File: src/rtl/tagdir_pkg.sv
package tagdir_pkg;

    typedef enum logic [1:0] {
        CMD_ACCESS  = 2'd0,
        CMD_PROBE   = 2'd1,
        CMD_ALLOC   = 2'd2,
        CMD_DEALLOC = 2'd3
    } cmd_e;

    localparam logic [1:0] PERM_NONE = 2'd0;
    localparam logic [1:0] PERM_RO   = 2'd1;
    localparam logic [1:0] PERM_RW   = 2'd2;

    localparam logic [1:0] KIND_LOAD  = 2'd0;
    localparam logic [1:0] KIND_FETCH = 2'd1;

    // Read-write admits any request; read-only admits only reads.
    function automatic logic perm_allows(input logic [1:0] perm, input logic [1:0] kind);
        logic ok;
        ok = 1'b0;
        if (perm == PERM_RW)
            ok = 1'b1;
        else if (perm == PERM_RO)
            ok = (kind == KIND_LOAD) || (kind == KIND_FETCH);
        return ok;
    endfunction

    function automatic logic perm_is_valid_fill(input logic [1:0] perm);
        return (perm == PERM_RO) || (perm == PERM_RW);
    endfunction

    function automatic int unsigned sets_of(input int unsigned cap, input int unsigned ways,
                                            input int unsigned line);
        return (cap / ways) / line;
    endfunction

endpackage

File: src/rtl/tagdir_store.sv
module tagdir_store #(
    parameter int SETS  = 8,
    parameter int WAYS  = 4,
    parameter int TAG_W = 10,
    localparam int SET_W = $clog2(SETS),
    localparam int WAY_W = $clog2(WAYS)
) (
    input  logic                         clk,
    input  logic                         rst,
    input  logic [SET_W-1:0]             rd_set,
    output logic [WAYS-1:0][TAG_W-1:0]   rd_tag,
    output logic [WAYS-1:0]              rd_used,
    output logic [WAYS-1:0][1:0]         rd_perm,
    input  logic                         wr_en,
    input  logic [WAY_W-1:0]             wr_way,
    input  logic                         wr_used,
    input  logic [1:0]                   wr_perm,
    input  logic [TAG_W-1:0]             wr_tag,
    input  logic                         clr_en,
    input  logic [WAY_W-1:0]             clr_way
);
    import tagdir_pkg::*;

    logic [TAG_W-1:0] tag_q  [SETS][WAYS];
    logic             used_q [SETS][WAYS];
    logic [1:0]       perm_q [SETS][WAYS];

    always_ff @(posedge clk) begin
        if (rst) begin
            for (int s = 0; s < SETS; s++) begin
                for (int w = 0; w < WAYS; w++) begin
                    tag_q[s][w]  <= '0;
                    used_q[s][w] <= 1'b0;
                    perm_q[s][w] <= PERM_NONE;
                end
            end
        end else begin
            if (clr_en) begin
                used_q[rd_set][clr_way] <= 1'b0;
                perm_q[rd_set][clr_way] <= PERM_NONE;
            end
            if (wr_en) begin
                tag_q[rd_set][wr_way]  <= wr_tag;
                used_q[rd_set][wr_way] <= wr_used;
                perm_q[rd_set][wr_way] <= wr_perm;
            end
        end
    end

    for (genvar w = 0; w < WAYS; w++) begin : g_rd
        assign rd_tag[w]  = tag_q[rd_set][w];
        assign rd_used[w] = used_q[rd_set][w];
        assign rd_perm[w] = perm_q[rd_set][w];
    end

endmodule

File: src/rtl/tagdir_way_cmp.sv
module tagdir_way_cmp #(
    parameter int WAYS  = 4,
    parameter int TAG_W = 10
) (
    input  logic [WAYS-1:0][TAG_W-1:0] way_tag,
    input  logic [WAYS-1:0]            way_used,
    input  logic [WAYS-1:0][1:0]       way_perm,
    input  logic [TAG_W-1:0]           look_tag,
    output logic [WAYS-1:0]            any_vec,
    output logic [WAYS-1:0]            live_vec,
    output logic [WAYS-1:0]            open_vec
);
    import tagdir_pkg::*;

    for (genvar w = 0; w < WAYS; w++) begin : g_way
        logic same;
        logic absent;
        assign same        = way_used[w] && (way_tag[w] == look_tag);
        assign absent      = (way_perm[w] == PERM_NONE);
        assign any_vec[w]  = same;
        assign live_vec[w] = same && !absent;
        assign open_vec[w] = !way_used[w] || absent;
    end

endmodule

File: src/rtl/tagdir_pick_low.sv
module tagdir_pick_low #(
    parameter int N = 4,
    localparam int IDX_W = $clog2(N)
) (
    input  logic [N-1:0]     vec,
    output logic             found,
    output logic [IDX_W-1:0] idx
);
    always_comb begin
        found = 1'b0;
        idx   = '0;
        for (int i = N - 1; i >= 0; i--) begin
            if (vec[i]) begin
                found = 1'b1;
                idx   = IDX_W'(i);
            end
        end
    end

endmodule

File: src/rtl/perm_tag_dir.sv
module perm_tag_dir #(
    parameter int ADDR_W     = 12,
    parameter int LINE_BYTES = 4,
    parameter int WAYS       = 4,
    parameter int CAP_BYTES  = 128,
    parameter int IDX_LSB    = 2,
    localparam int SETS  = tagdir_pkg::sets_of(CAP_BYTES, WAYS, LINE_BYTES),
    localparam int SET_W = $clog2(SETS),
    localparam int WAY_W = $clog2(WAYS),
    localparam int OFF_W = $clog2(LINE_BYTES),
    localparam int TAG_W = ADDR_W - OFF_W
) (
    input  logic              clk,
    input  logic              rst,
    input  logic              req_valid,
    input  logic [1:0]        req_cmd,
    input  logic [ADDR_W-1:0] req_addr,
    input  logic [1:0]        req_type,
    input  logic [1:0]        req_perm,
    output logic              rsp_valid,
    output logic              rsp_hit,
    output logic              rsp_granted,
    output logic [WAY_W-1:0]  rsp_way,
    output logic              rsp_avail,
    output logic              rsp_error,
    output logic              touch_valid,
    output logic [SET_W-1:0]  touch_set,
    output logic [WAY_W-1:0]  touch_way
);
    import tagdir_pkg::*;

    cmd_e              cmd;
    logic [SET_W-1:0]  set_idx;
    logic [TAG_W-1:0]  line_tag;
    logic              misaligned;

    assign cmd        = cmd_e'(req_cmd);
    assign set_idx    = req_addr[IDX_LSB +: SET_W];
    assign line_tag   = req_addr[ADDR_W-1:OFF_W];
    assign misaligned = |req_addr[OFF_W-1:0];

    logic [WAYS-1:0][TAG_W-1:0] rd_tag;
    logic [WAYS-1:0]            rd_used;
    logic [WAYS-1:0][1:0]       rd_perm;

    logic             wr_en, wr_used, clr_en;
    logic [WAY_W-1:0] wr_way, clr_way;
    logic [1:0]       wr_perm;

    tagdir_store #(.SETS(SETS), .WAYS(WAYS), .TAG_W(TAG_W)) u_store (
        .clk     (clk),
        .rst     (rst),
        .rd_set  (set_idx),
        .rd_tag  (rd_tag),
        .rd_used (rd_used),
        .rd_perm (rd_perm),
        .wr_en   (wr_en),
        .wr_way  (wr_way),
        .wr_used (wr_used),
        .wr_perm (wr_perm),
        .wr_tag  (line_tag),
        .clr_en  (clr_en),
        .clr_way (clr_way)
    );

    logic [WAYS-1:0] any_vec, live_vec, open_vec;

    tagdir_way_cmp #(.WAYS(WAYS), .TAG_W(TAG_W)) u_cmp (
        .way_tag  (rd_tag),
        .way_used (rd_used),
        .way_perm (rd_perm),
        .look_tag (line_tag),
        .any_vec  (any_vec),
        .live_vec (live_vec),
        .open_vec (open_vec)
    );

    logic             any_found, live_found, open_found;
    logic [WAY_W-1:0] any_idx, live_idx, open_idx;

    tagdir_pick_low #(.N(WAYS)) u_pick_any  (.vec(any_vec),  .found(any_found),  .idx(any_idx));
    tagdir_pick_low #(.N(WAYS)) u_pick_live (.vec(live_vec), .found(live_found), .idx(live_idx));
    tagdir_pick_low #(.N(WAYS)) u_pick_open (.vec(open_vec), .found(open_found), .idx(open_idx));

    logic             n_hit, n_grant, n_avail, n_err, n_touch, fill_ok;
    logic [WAY_W-1:0] n_way;

    always_comb begin
        n_hit   = 1'b0;
        n_grant = 1'b0;
        n_avail = 1'b0;
        n_err   = 1'b0;
        n_touch = 1'b0;
        n_way   = '0;
        fill_ok = 1'b0;
        wr_en   = 1'b0;
        wr_way  = '0;
        wr_used = 1'b0;
        wr_perm = PERM_NONE;
        clr_en  = 1'b0;
        clr_way = '0;
        if (req_valid) begin
            if (misaligned) begin
                n_err = 1'b1;
            end else begin
                n_avail = |(any_vec | open_vec);
                unique case (cmd)
                    CMD_ACCESS: begin
                        n_hit   = live_found;
                        n_way   = live_idx;
                        n_grant = live_found && perm_allows(rd_perm[live_idx], req_type);
                        n_touch = live_found;
                    end
                    CMD_PROBE: begin
                        n_hit = any_found;
                        n_way = any_idx;
                    end
                    CMD_ALLOC: begin
                        n_hit   = live_found;
                        fill_ok = !live_found && open_found && perm_is_valid_fill(req_perm);
                        n_err   = !fill_ok;
                        if (fill_ok) begin
                            n_way   = open_idx;
                            wr_en   = 1'b1;
                            wr_way  = open_idx;
                            wr_used = 1'b1;
                            wr_perm = req_perm;
                            // a stale not-present copy elsewhere is emptied
                            clr_en  = any_found && (any_idx != open_idx);
                            clr_way = any_idx;
                        end
                    end
                    CMD_DEALLOC: begin
                        n_hit = live_found;
                        n_way = live_idx;
                        if (live_found) begin
                            wr_en   = 1'b1;
                            wr_way  = live_idx;
                            wr_used = 1'b1;
                            wr_perm = PERM_NONE;
                        end
                    end
                    default: ;
                endcase
            end
        end
    end

    always_ff @(posedge clk) begin
        if (rst) begin
            rsp_valid   <= 1'b0;
            rsp_hit     <= 1'b0;
            rsp_granted <= 1'b0;
            rsp_way     <= '0;
            rsp_avail   <= 1'b0;
            rsp_error   <= 1'b0;
            touch_valid <= 1'b0;
            touch_set   <= '0;
            touch_way   <= '0;
        end else begin
            rsp_valid   <= req_valid;
            rsp_hit     <= n_hit;
            rsp_granted <= n_grant;
            rsp_way     <= n_way;
            rsp_avail   <= n_avail;
            rsp_error   <= n_err;
            touch_valid <= n_touch;
            touch_set   <= n_touch ? set_idx : '0;
            touch_way   <= n_touch ? n_way : '0;
        end
    end

endmodule

File: config.mk
export PLATFORM = sky130hd
export DESIGN_NAME = perm_tag_dir
export DESIGN_NICKNAME = d
export VERILOG_FILES = /design/src/rtl/tagdir_pkg.sv /design/src/rtl/tagdir_store.sv /design/src/rtl/tagdir_way_cmp.sv /design/src/rtl/tagdir_pick_low.sv /design/src/rtl/perm_tag_dir.sv
export SDC_FILE = /design/constraint.sdc
export NUM_CORES = 1
export LEC_CHECK = 0
export BUFFER_PORTS_ARGS = -buffer_cell sky130_fd_sc_hd__buf_2
export CORE_ASPECT_RATIO = 0.7
export CORE_MARGIN = 4
export CORE_UTILIZATION = 50
export DETAILED_ROUTE_END_ITERATION = 16
export PLACE_DENSITY = 0.68
export SLEW_MARGIN = 20
export SYNTH_ARGS = -nofsm -noshare
export SYNTH_HDL_FRONTEND = slang
export SYNTH_HIERARCHICAL = 1
export SYNTH_SLANG_ARGS = --single-unit
File: constraint.sdc
create_clock -name clk -period 6.3 [get_ports clk]
set_input_delay 1.26 -clock clk [delete_from_list [all_inputs] [get_ports clk]]
set_output_delay 1.26 -clock clk [all_outputs]
set_load 0.05 [all_outputs]
# Yosys cells after proc, flatten, opt, wreduce, memory -nomap -nowiden
# Memories as Yosys holds them, arrays and structs flattened.
# Cells that the tools add are included.
# Widths: inputs -> output; s select.
# word_totals
register_bits,13
ramBits,416
output_inout_bits,13
memories,3
in_bits,21
word_cells,199
# op_classes
n_lt_le_gt_ge,5
n_eq_ne,13
mux,104
n_reduce_logical,47
n_bitwise,18
# memory_table
name,words,word_bits,read_ports,rd_clocked_by_memory_dff,write_ports,line,rtl
u_store.tag_q,8,40,1,0,8,tagdir_store.sv:24,logic [TAG_W-1:0] tag_q [SETS][WAYS];
u_store.perm_q,8,8,1,0,8,tagdir_store.sv:26,logic [1:0] perm_q [SETS][WAYS];
u_store.used_q,8,4,1,0,8,tagdir_store.sv:25,logic used_q [SETS][WAYS];
# op_table
cell,count
$mux 40,3
$mux 2,29
$mux 1,50
$eq 10x10->1,4
$reduce_or 40->1,1
$mux 8,4
$demux 10 s2,1
$mux 4,4
$logic_and 1x1->1,14
$logic_not 2->1,6
$or 1x1->1,12
$reduce_or 4->1,3
$logic_not 1->1,10
$mux 10,1
$mux 3,3
$demux 2 s2,2
$eq 2x1->1 const B,4
$eq 2x2->1 const B,4
$reduce_or 2->1,4
$reduce_or 8->1,1
$ge 3x3->1 const B,2
$logic_or 1x1->1,6
$lt 3x1->1 const B,2
$not 2->3,2
11 further kinds,15

# Logic depth before layout (Yosys ltp)
# Gate-level depths: netlist (run 1).
# An unclocked memory read counts as a cell.
# depth
depth_word,24
depth_mapped,19
mapped_depth_nobuf,14

# Cells and area by module
# The synthesis (run 1) kept the hierarchy.
# by_module_without_submodules
mod,cells_each,n_inst,area_per_inst_um2,seq_area_each_um2
tagdir_store,1333,1,18723.0,12492.0
perm_tag_dir,73,1,715.7,260.2
tagdir_way_cmp,82,1,656.9,0.0
tagdir_pick_low,7,3,35.0,0.0

# Least setup slack after synthesis (run 1)
# No wires, ideal clock.
# synth_path
kind,input-to-reg
start,in req_addr[2]
end,mem u_store/tag_q[1][30] in the netlist's numbering (enable)
path_buffers,4
arrival_ns,5.554
stages,15
setup_time_ns,0.391
required_ns,5.909
path_slack_ns,0.355
cell_sequence,buf_4 buf_2 mux4_2 mux2_2 o21ai_0 nor4_2 nor2_1 nand2_1 nor2b_1 a32oi_1 nor2_1 or4b_1 buf_4 buf_2 o21ai_0
# synth_rtl
element,line,rtl
"start, declared",perm_tag_dir.sv:17,"input logic [ADDR_W-1:0] req_addr,"
"end, declared",tagdir_store.sv:24,

==> impl_metrics.ini, run 1 <==
[final_layout]
drive_above_1_share_pct = 22.4
layout.cells.non_filler = 2141
n_fill_cell = 3154
num-nets-final = 1603
postLayoutCoreUtil_pct = 57.2
antenna_cells = 0
fin_area_sq_um = 22700
area_growth_pct = 12.5

[sta]
tightest_slew_ns = 1.08
setup_viol = 0
hold_viol_final = 0
fin_setup_tns_ns = 0
max_freq_mhz = 173
fin_skew_ns = 0.0249
fin_crit_sh_pct = 91.6
fin_crit_ns = 5.77
slew_headroom_pct = 27.8
rsz0062_at_grt = no
finalMaxSlewViolations = 0
finalWorstSetupSlack_ns = 0.528

[setup_path]
worstPathArrival_ns = 6.17
rr_worst_depth = 14
r2r_start = u_store/tag_q[7][7]$_SDFFCE_PN0P_
crit_type = in -> reg
critPathTopFamily = simple AND/OR/NAND/NOR gates
path_common_cell = nand4_1
cp_slowest_stage_delay_ns = 0.86
crit_chain = clkbuf_8, buf_12, mux4_2, mux2_2, xnor2_1, nand4_1, nor4_2, nor2_1, nand2_1, nor2b_1, nand4_1, a21oi_1, or4b_1, buf_4, nor2_4, and2_1
start_kind = primary input
cp-end-kind = flip-flop
crit_path_max_fanout = 22
r2r_slack_ns = 1.47
slowest_stage = or4b_1
required_ns = 6.70
r2r-end = u_store/tag_q[7][35]$_SDFFCE_PN0P_
worst-path-buf-inv = 3

[yosys]
syn_area_per_cell_sq_um = 13.4
synth-edff-count = 416
ys.flop_type = edfxtp_1
netlist-cell-type-count = 62
synth-async-reset-ratio_pct = 0
netlist_instances = 1509
synth-seq-cells = 429
synth.cell_area_sq_um = 20200
ys_warn_count = 6
syn_nets = 1534
seq_area_frac_synth_pct = 63.1

[place]
dp_slack_ns = 0.161
dpl-instance-area_sq_um = 21400
finalWeightedCongestion = 0.862
io_buffers = 32
dp.cells = 2070
place_hpwl_microns = 35200

[min_path]
hold_depth = 3
hold_end = rsp_granted$_SDFF_PP0_
hp-start = req_type[1]
hold_path.class = in -> reg

[run]
drv_cap = 0

[floorplan]
die_y_microns = 176
initial_core_util_pct = 50.8
core-area_sq_um = 39800
die-width_microns = 248
num_rows = 61
die_area_sq_um = 43700
pin_count = 34

[cts]
cts_resized = 0
clk_latency_ns = 0.55
clock-sinks = 429
clk_pin_slew_ns = 0.06
cts-root-buf = clkbuf_16
cts_buffers = 41
htreeDepth = 2
clk_path_buf_depth = 3
postCtsSetupBuffers = 0
cts_tree = built
holdBufCountCts = 0

[global_route]
grt.total_usage_pct = 24.6
grt_antenna_before_repair = 1
grt_pass1_vias = 12653
grt_max_degree = 52
grt-ovfl-total = 0
grt_pass1_wl_microns = 79500

[power_and_ir_drop]
power_frac_clock_pct = 39.5
combPwrFrac_pct = 8.2
p_int_w = 0.00483
switching_share_pct = 22.2
total_leakage_power_nw = 7.90
switchingPower_w = 0.00138
power.density_nw_per_um2 = 273
vdd_drop_max_uv = 208
sequentialPowerShare_pct = 52.2

[routing]
vias = 12857
drt_iter0_markers = 1801
dr.pass1.iters = 5
drt_wl_total_microns = 53200
ant_nets = 0
vias_per_cell = 6.01
wl_per_cell_microns = 24.8
drcViolationCount = 0

[status]
status = complete, no violations
## per-stage QoR
stage	power (W)	hold WS, ns
floorplan	0.00361	0.906
global placement	0.00379	1.08
detailed placement	0.00381	1.11
CTS	0.00624	0.968
global route	0.00640	1.00
finish	0.00621	0.984
## state kept, by name, summed over array words and instances (netlist names)
| signal | count |
|---|---|
| u_store/tag_q | 320 |
| u_store/used_q | 32 |
| rsp_error | 1 |
| u_store/perm_q | 64 |
| rsp_hit | 1 |
| rsp_granted | 1 |
| rsp_avail | 1 |
| touch_valid | 1 |
| touch_set | 3 |
| rsp_way | 2 |
| touch_way | 2 |
| rsp_valid | 1 |
## Yosys cell counts (3+ instances only)
cell	count	share of area, %
or2_2	3	0.093
ha_1	4	0.25
xnor2_1	42	1.8
nand2_1	167	3.1
nor4_2	4	0.25
nand2b_1	4	0.12
inv_1	8	0.15
clkbuf_2	5	0.12
mux4_2	104	12
nand4_1	10	0.31
buf_2	33	0.82
edfxtp_1	416	62
nor3_1	7	0.17
mux2i_1	3	0.15
nand4b_1	3	0.13
nor2b_1	4	0.12
clkbuf_1	54	1.0
nor2_4	3	0.17
o21ai_1	3	0.074
dfxtp_1	13	1.3
nand3_1	6	0.15
mux2_2	21	1.2
a21oi_2	3	0.13
o21ai_0	59	1.5
or3b_1	3	0.13
buf_4	20	0.74
buf_1	6	0.11
a41oi_1	3	0.13
a211oi_1	4	0.15
buf_6	8	0.45
a21oi_1	8	0.20
and2_1	124	3.8
nor2_1	316	5.9
## cells in the final DEF (no fill, tap or decap), drive strengths merged, types with 5 or more instances in the layout
| master | count |
|---|---|
| o21ai | 62 |
| nand4 | 10 |
| nand2 | 167 |
| clkbuf | 51 |
| and2 | 124 |
| clkinv | 14 |
| nor4 | 6 |
| bufinv | 5 |
| nand3 | 7 |
| mux2 | 21 |
| mux4 | 105 |
| dfxtp | 13 |
| nor2 | 320 |
| nor3 | 7 |
| inv | 11 |
| a21oi | 11 |
| edfxtp | 416 |
| buf | 151 |
| xnor2 | 43 |
## layout make-up
cell class / instances / area [sq um] / share of cell area (%)
inverter: 10 / 37.5 / 0.165
clock buffer: 50 / 1070 / 4.71
sequential: 429 / 12800 / 56.1
tap: 535 / 669 / 2.95
timing repair buffer: 152 / 1210 / 5.34
clock inverter: 21 / 225 / 0.991
multi-input combinational: 944 / 6760 / 29.7
## worst max-delay path by stage
stage,start,endpoint,cells past startpoint
2_1_floorplan,req_addr[2],u_store/tag_q[1][30]$_SDFFCE_PN0P_,15
3_3_place_gp,req_addr[2],u_store/tag_q[7][35]$_SDFFCE_PN0P_,17
3_5_place_dp,req_addr[2],u_store/tag_q[7][35]$_SDFFCE_PN0P_,16
4_1_cts,req_addr[2],u_store/tag_q[7][35]$_SDFFCE_PN0P_,16
5_1_grt,req_addr[2],u_store/tag_q[7][30]$_SDFFCE_PN0P_,18
6_report,req_addr[2],u_store/tag_q[7][35]$_SDFFCE_PN0P_,16
## metal layers
metal	vias up	part of all wire [%]	routed length [microns]	GRT usage [%]
met4	0	1.7	879	4.74
met3	76	12	6420	6.15
li1	5560	-	-	-
met1	6480	42	22300	37.5
met2	741	44	23600	36.5
met5	-	0	0	0
## logic make-up after synthesis
family	Yosys count	synth area share, %
buffers and inverters	136	3.43
adders and majority gates	4	0.248
DFF	429	63.1
AOI/OAI and AO/OA	89	2.51
muxes	129	13.0
and+or+nand+nor	678	15.7
xor gates and xnor gates	44	1.94
## power groups by stage
stage	combinational, W	sequential (W)	clock (W)
2_1_floorplan	0.000323	0.00329	0
3_3_place_gp	0.000498	0.00330	0
3_5_place_dp	0.000504	0.00330	0
4_1_cts	0.000507	0.00324	0.00249
5_1_grt	0.000544	0.00325	0.00261
6_report	0.000511	0.00324	0.00245
## worst reg2reg max path, stage by stage (launching register included)
cell and delay, ns:
edfxtp_1 0.39, mux4_2 0.49, mux2_2 0.29, xnor2_1 0.15, nand4_1 0.31, nor4_2 0.52, nor2_1 0.10, nand2_1 0.25
nor2b_1 0.16, nand4_1 0.12, a21oi_1 0.17, or4b_1 0.86, buf_4 0.31, nor2_4 0.37, and2_1 0.21
Note: power is estimated with default switching activity, not from simulation.
==> inputs of run 2 (changes only) <==
Settings changed: RECOVER_POWER set to 25.
==> run 2 against run 1 <==
Compared with the run above: sequential power about the same; flip-flop and latch count unchanged; worst setup slack got worse by 0.053 ns; global-route usage unchanged; register-to-register slack about the same; wire length increased by 0.18%; via count about the same; die area unchanged; combinational power about the same; power about the same; core utilization decreased by 0.14 points; non-clock buffer count unchanged; critical path type unchanged; critical endpoint is now u_store/tag_q[7][0]$_SDFFCE_PN0P_.
==> impl_metrics.ini, run 2 (synthesis gave the netlist of run 1 again) <==
[routing]
vias_per_cell = 6.00
drt_iter0_markers = 1795
ant_nets = 0
drcViolationCount = 0
dr.pass1.iters = 5
drt_wl_total_microns = 53300
vias = 12851
wl_per_cell_microns = 24.9

[status]
status = complete, no violations

[global_route]
grt_antenna_before_repair = 1
grt_pass1_vias = 12653
grt-ovfl-total = 0
grt_pass1_wl_microns = 79500
grt.total_usage_pct = 24.6
grt_max_degree = 52

[cts]
holdBufCountCts = 0
clock-sinks = 429
clk_pin_slew_ns = 0.06
postCtsSetupBuffers = 0
cts_buffers = 41
htreeDepth = 2
cts_tree = built
clk_path_buf_depth = 3
clk_latency_ns = 0.55
cts_resized = 0
cts-root-buf = clkbuf_16

[floorplan]
initial_core_util_pct = 50.8
num_rows = 61
die_y_microns = 176
die_area_sq_um = 43700
core-area_sq_um = 39800
die-width_microns = 248
pin_count = 34

[place]
io_buffers = 32
dp_slack_ns = 0.161
finalWeightedCongestion = 0.862
place_hpwl_microns = 35200
dp.cells = 2070

[power_and_ir_drop]
switchingPower_w = 0.00138
sequentialPowerShare_pct = 52.2
power.density_nw_per_um2 = 274
vdd_drop_max_uv = 207
total_leakage_power_nw = 7.82
switching_share_pct = 22.3
p_int_w = 0.00483
combPwrFrac_pct = 8.2
power_frac_clock_pct = 39.6

[setup_path]
start_kind = primary input
crit_chain = clkbuf_8, clkbuf_2, mux4_2, mux2_2, xnor2_1, nand4_1, nor4_2, nor2_1, nor3_1, buf_4, nand3_1, a21oi_1, and4b_1, clkbuf_1, nand2_1, nor2_1
cp_slowest_stage_delay_ns = 0.66
crit_type = in -> reg
crit_path_max_fanout = 21
worstPathArrival_ns = 6.20
slowest_stage = clkbuf_1
path_common_cell = nor2_1
worst-path-buf-inv = 4
critPathTopFamily = simple AND/OR/NAND/NOR gates
cp-end-kind = flip-flop
required_ns = 6.67

[final_layout]
num-nets-final = 1603
final_cell_mix = 416 x edfxtp_1, 315 x nor2_1, 167 x nand2_1
postLayoutCoreUtil_pct = 57.0
antenna_cells = 0
final-seq-area_sq_um = 12800
multi_input_area_sq_um = 6750
layout.cells.non_filler = 2141
n_fill_cell = 3175
largest_reg_flops = 320
top_regs = u_store/tag_q x320, u_store/perm_q x64, u_store/used_q x32
regMostFlops = u_store/tag_q
final_common_cell = edfxtp_1
drive_above_1_share_pct = 20.9
area_growth_pct = 12.2

[sta]
finalWorstSetupSlack_ns = 0.475
finalMaxSlewViolations = 0
hold_viol_final = 0
fin_skew_ns = 0.0257
slew_headroom_pct = 24.6
max_freq_mhz = 172
rsz0062_at_grt = no
fin_crit_sh_pct = 92.5
tightest_slew_ns = 1.13
setup_viol = 0
fin_crit_ns = 5.83
fin_setup_tns_ns = 0

[min_path]
hold_path.class = in -> reg

[run]
drv_cap = 0
[run 2: power by group through the flow]
stage	Sequential (W)	Clock (W)	Combinational, W
after detailed placement	0.00330	0	0.000504
after floorplan	0.00329	0	0.000323
after CTS	0.00324	0.00249	0.000507
after global routing	0.00325	0.00261	0.000542
after global placement	0.00330	0	0.000498
final	0.00324	0.00246	0.000510
[run 2: worst register-to-register path, delay by kind of cell, from the launching register on]
| kind | cells | cell delay [ns] |
|---|---|---|
| multiplexers | 2 | 0.78 |
| buffers and inverters | 2 | 0.86 |
| flip-flops | 1 | 0.39 |
| XOR/XNOR | 1 | 0.15 |
| AND/OR/NAND/NOR | 8 | 2.07 |
| AO/OA/AOI/OAI | 1 | 0.43 |
[run 2: final cells by class]
cell class | count | share of cell area, %
Clock buffer | 50 | 4.72
Clock inverter | 21 | 0.993
Inverter | 10 | 0.166
Multi-Input combinational cell | 944 | 29.8
Sequential cell | 429 | 56.3
Tap cell | 535 | 2.95
Timing Repair Buffer | 152 | 5.14
[run 2: path summary, 6_finish.rpt]
check,startpoint,to,slack (ns),depth (start not counted)
worst min register to register,u_store/perm_q[3][6]$_SDFFCE_PN0P_,rsp_granted$_SDFF_PP0_,1.12,5
worst max register to register,u_store/tag_q[7][7]$_SDFFCE_PN0P_,u_store/tag_q[7][0]$_SDFFCE_PN0P_,1.48,14
worst min-delay path,req_type[1],rsp_granted$_SDFF_PP0_,0.99,3
worst max-delay path,req_addr[2],u_store/tag_q[7][0]$_SDFFCE_PN0P_,0.47,16
[run 2: metal layers]
metal	GRT usage, %	wire, microns	vias up
li1	-	-	5551
met1	37.5	22200	6482
met2	36.5	23600	744
met3	6.15	6570	74
met4	4.74	855	0
met5	0	0	-
[run 2: stage by stage]
stage,hold WS (ns),area (sq um),total power [W]
after floorplan,0.906,20200,0.00361
after global placement,1.08,21400,0.00379
after detailed placement,1.11,21400,0.00381
after CTS,0.968,22700,0.00624
after global routing,1.00,22700,0.00640
final,0.991,22700,0.00621
==> inputs of run 3 (changes only) <==
--- a/config.mk
+++ b/config.mk
@@ -9,7 +9,7 @@
 export CORE_ASPECT_RATIO = 0.7
 export CORE_MARGIN = 4
-export CORE_UTILIZATION = 50
+export CORE_UTILIZATION = 56
 export DETAILED_ROUTE_END_ITERATION = 16
-export PLACE_DENSITY = 0.68
+export PLACE_DENSITY = 0.72
 export RECOVER_POWER = 25
 export SLEW_MARGIN = 20
==> constraint.sdc (replaced) <==
create_clock -name clk -period 6.8 [get_ports clk]
set_input_delay 1.36 -clock clk [delete_from_list [all_inputs] [get_ports clk]]
set_output_delay 1.36 -clock clk [all_outputs]
set_load 0.1 [all_outputs]
==> run 3 against run 2 <==
Compared with the run above: power decreased by 8.2%; core utilization increased by 6.5 points; cell count decreased by 4.3%; die area decreased by 10%; design area decreased by 1.5%; critical endpoint is now u_store/tag_q[0][36]$_SDFFCE_PN0P_; wire length decreased by 3.2%.
==> impl_metrics.ini, run 3 (synthesis gave the netlist of run 1 again) <==
[routing]
drt_iter0_markers = 1611
vias_per_cell = 6.26
wl_per_cell_microns = 25.2
drt_wl_total_microns = 51600
dr.pass1.iters = 6
vias = 12818
drcViolationCount = 0
ant_nets = 0

[cts]
holdBufCountCts = 0
cts_resized = 0
cts_tree = built
cts-root-buf = clkbuf_16
clock-sinks = 429
cts_buffers = 41
clk_path_buf_depth = 3
postCtsSetupBuffers = 0
htreeDepth = 2
clk_latency_ns = 0.55
clk_pin_slew_ns = 0.06

[place]
place_hpwl_microns = 32600
finalWeightedCongestion = 0.873
dp.cells = 1975
io_buffers = 32

[setup_path]
start_kind = primary input
crit_type = in -> reg
worstPathArrival_ns = 6.58
crit_path_max_fanout = 42
required_ns = 7.20
cp-end-kind = flip-flop

[sta]
fin_crit_ns = 6.18
fin_setup_tns_ns = 0
finalMaxSlewViolations = 0
setup_viol = 0
fin_crit_sh_pct = 90.9
max_freq_mhz = 162
rsz0062_at_grt = no
slew_headroom_pct = 22.1
hold_viol_final = 0
fin_skew_ns = 0.0111
tightest_slew_ns = 1.17

[global_route]
grt_pass1_wl_microns = 78100
grt_antenna_before_repair = 0
grt-ovfl-total = 0
grt_max_degree = 54
grt.total_usage_pct = 26.3
grt_pass1_vias = 12767

[floorplan]
die-width_microns = 235
core-area_sq_um = 35200
die_area_sq_um = 39200
pin_count = 34
die_y_microns = 167
num_rows = 57
initial_core_util_pct = 57.5

[final_layout]
final_common_cell = edfxtp_1
regMostFlops = u_store/tag_q
layout.cells.non_filler = 2049
largest_reg_flops = 320
final_cell_mix = 416 x edfxtp_1, 316 x nor2_1, 167 x nand2_1
area_growth_pct = 10.5
top_regs = u_store/tag_q x320, u_store/perm_q x64, u_store/used_q x32
antenna_cells = 0
n_fill_cell = 2583
drive_above_1_share_pct = 19.0
num-nets-final = 1571

[run]
drv_cap = 0

[status]
status = complete, no violations

[power_and_ir_drop]
power.total_w = 0.00570
total_leakage_power_nw = 7.66
vdd_drop_max_uv = 201
power.density_nw_per_um2 = 256

[min_path]
hold_path.class = in -> reg
==> run 3: worst paths after layout <==
| kind | cells past startpoint | slack (ns) | to | from |
|---|---|---|---|---|
| worst max-delay path | 17 | 0.62 | u_store/tag_q[0][36]$_SDFFCE_PN0P_ | req_addr[2] |
| worst min-delay path | 2 | 1.09 | rsp_valid$_SDFF_PP0_ | req_valid |
| worst max register to register | 15 | 1.90 | u_store/tag_q[0][36]$_SDFFCE_PN0P_ | u_store/perm_q[5][1]$_SDFFCE_PN0P_ |
| worst min register to register | 5 | 1.11 | rsp_granted$_SDFF_PP0_ | u_store/perm_q[3][6]$_SDFFCE_PN0P_ |
==> run 3: area by class of cell <==
cell class                      instances  area (sq um)  area share, %
Sequential cell                       429         12800           57.1
Multi-Input combinational cell        944          6720           30.1
Clock buffer                           57          1130           5.06
Timing Repair Buffer                  120           928           4.16
Tap cell                              472           591           2.65
Clock inverter                         17           164          0.734
Inverter                               10          37.5          0.168
==> run 3: report_power, final <==
part / leakage [nW] / internal [W] / switching (W)
clock network: 0.631 / 0.00128 / 0.000966
registers: 4.38 / 0.00298 / 0.0000266
logic: 2.65 / 0.000181 / 0.000278
==> run 3: critical path, stage by stage <==
cell and delay, ns:
clkbuf_8 0.43, buf_4 0.35, mux4_2 0.56, mux2_2 0.29, xnor2_1 0.15, nand4_1 0.17
nor4_1 0.66, nor2_1 0.08, nand2_1 0.23, nor2b_1 0.15, nand4_1 0.13, a21oi_1 0.16
clkbuf_4 0.19, nor4b_1 0.42, clkbuf_1 0.78, nand2_1 0.25, nor2_1 0.16
==> run 3: per-layer routing <==
| layer | vias to the layer above | global-route usage (%) | part of all wire, % | routed length (microns) |
|---|---|---|---|---|
| met5 | - | 0 | 0 | 0 |
| met4 | 0 | 6.44 | 2.2 | 1120 |
| li1 | 5499 | - | - | - |
| met3 | 94 | 7.57 | 13 | 6470 |
| met2 | 827 | 38.9 | 44 | 22700 |
| met1 | 6398 | 39.1 | 41 | 21300 |
==> run 3: per-stage QoR <==
stage               instance area, sq um  hold WS [ns]  setup WS (ns)  util [%]
CTS                                22400          1.07          0.982      63.7
detailed placement                 21100          1.08          0.423      60.0
floorplan                          20200         0.906          0.755         -
global placement                   21100          1.08          0.457      60.0
global route                       22300          1.09          0.272      63.5
finish                             22300          1.09          0.620      63.5
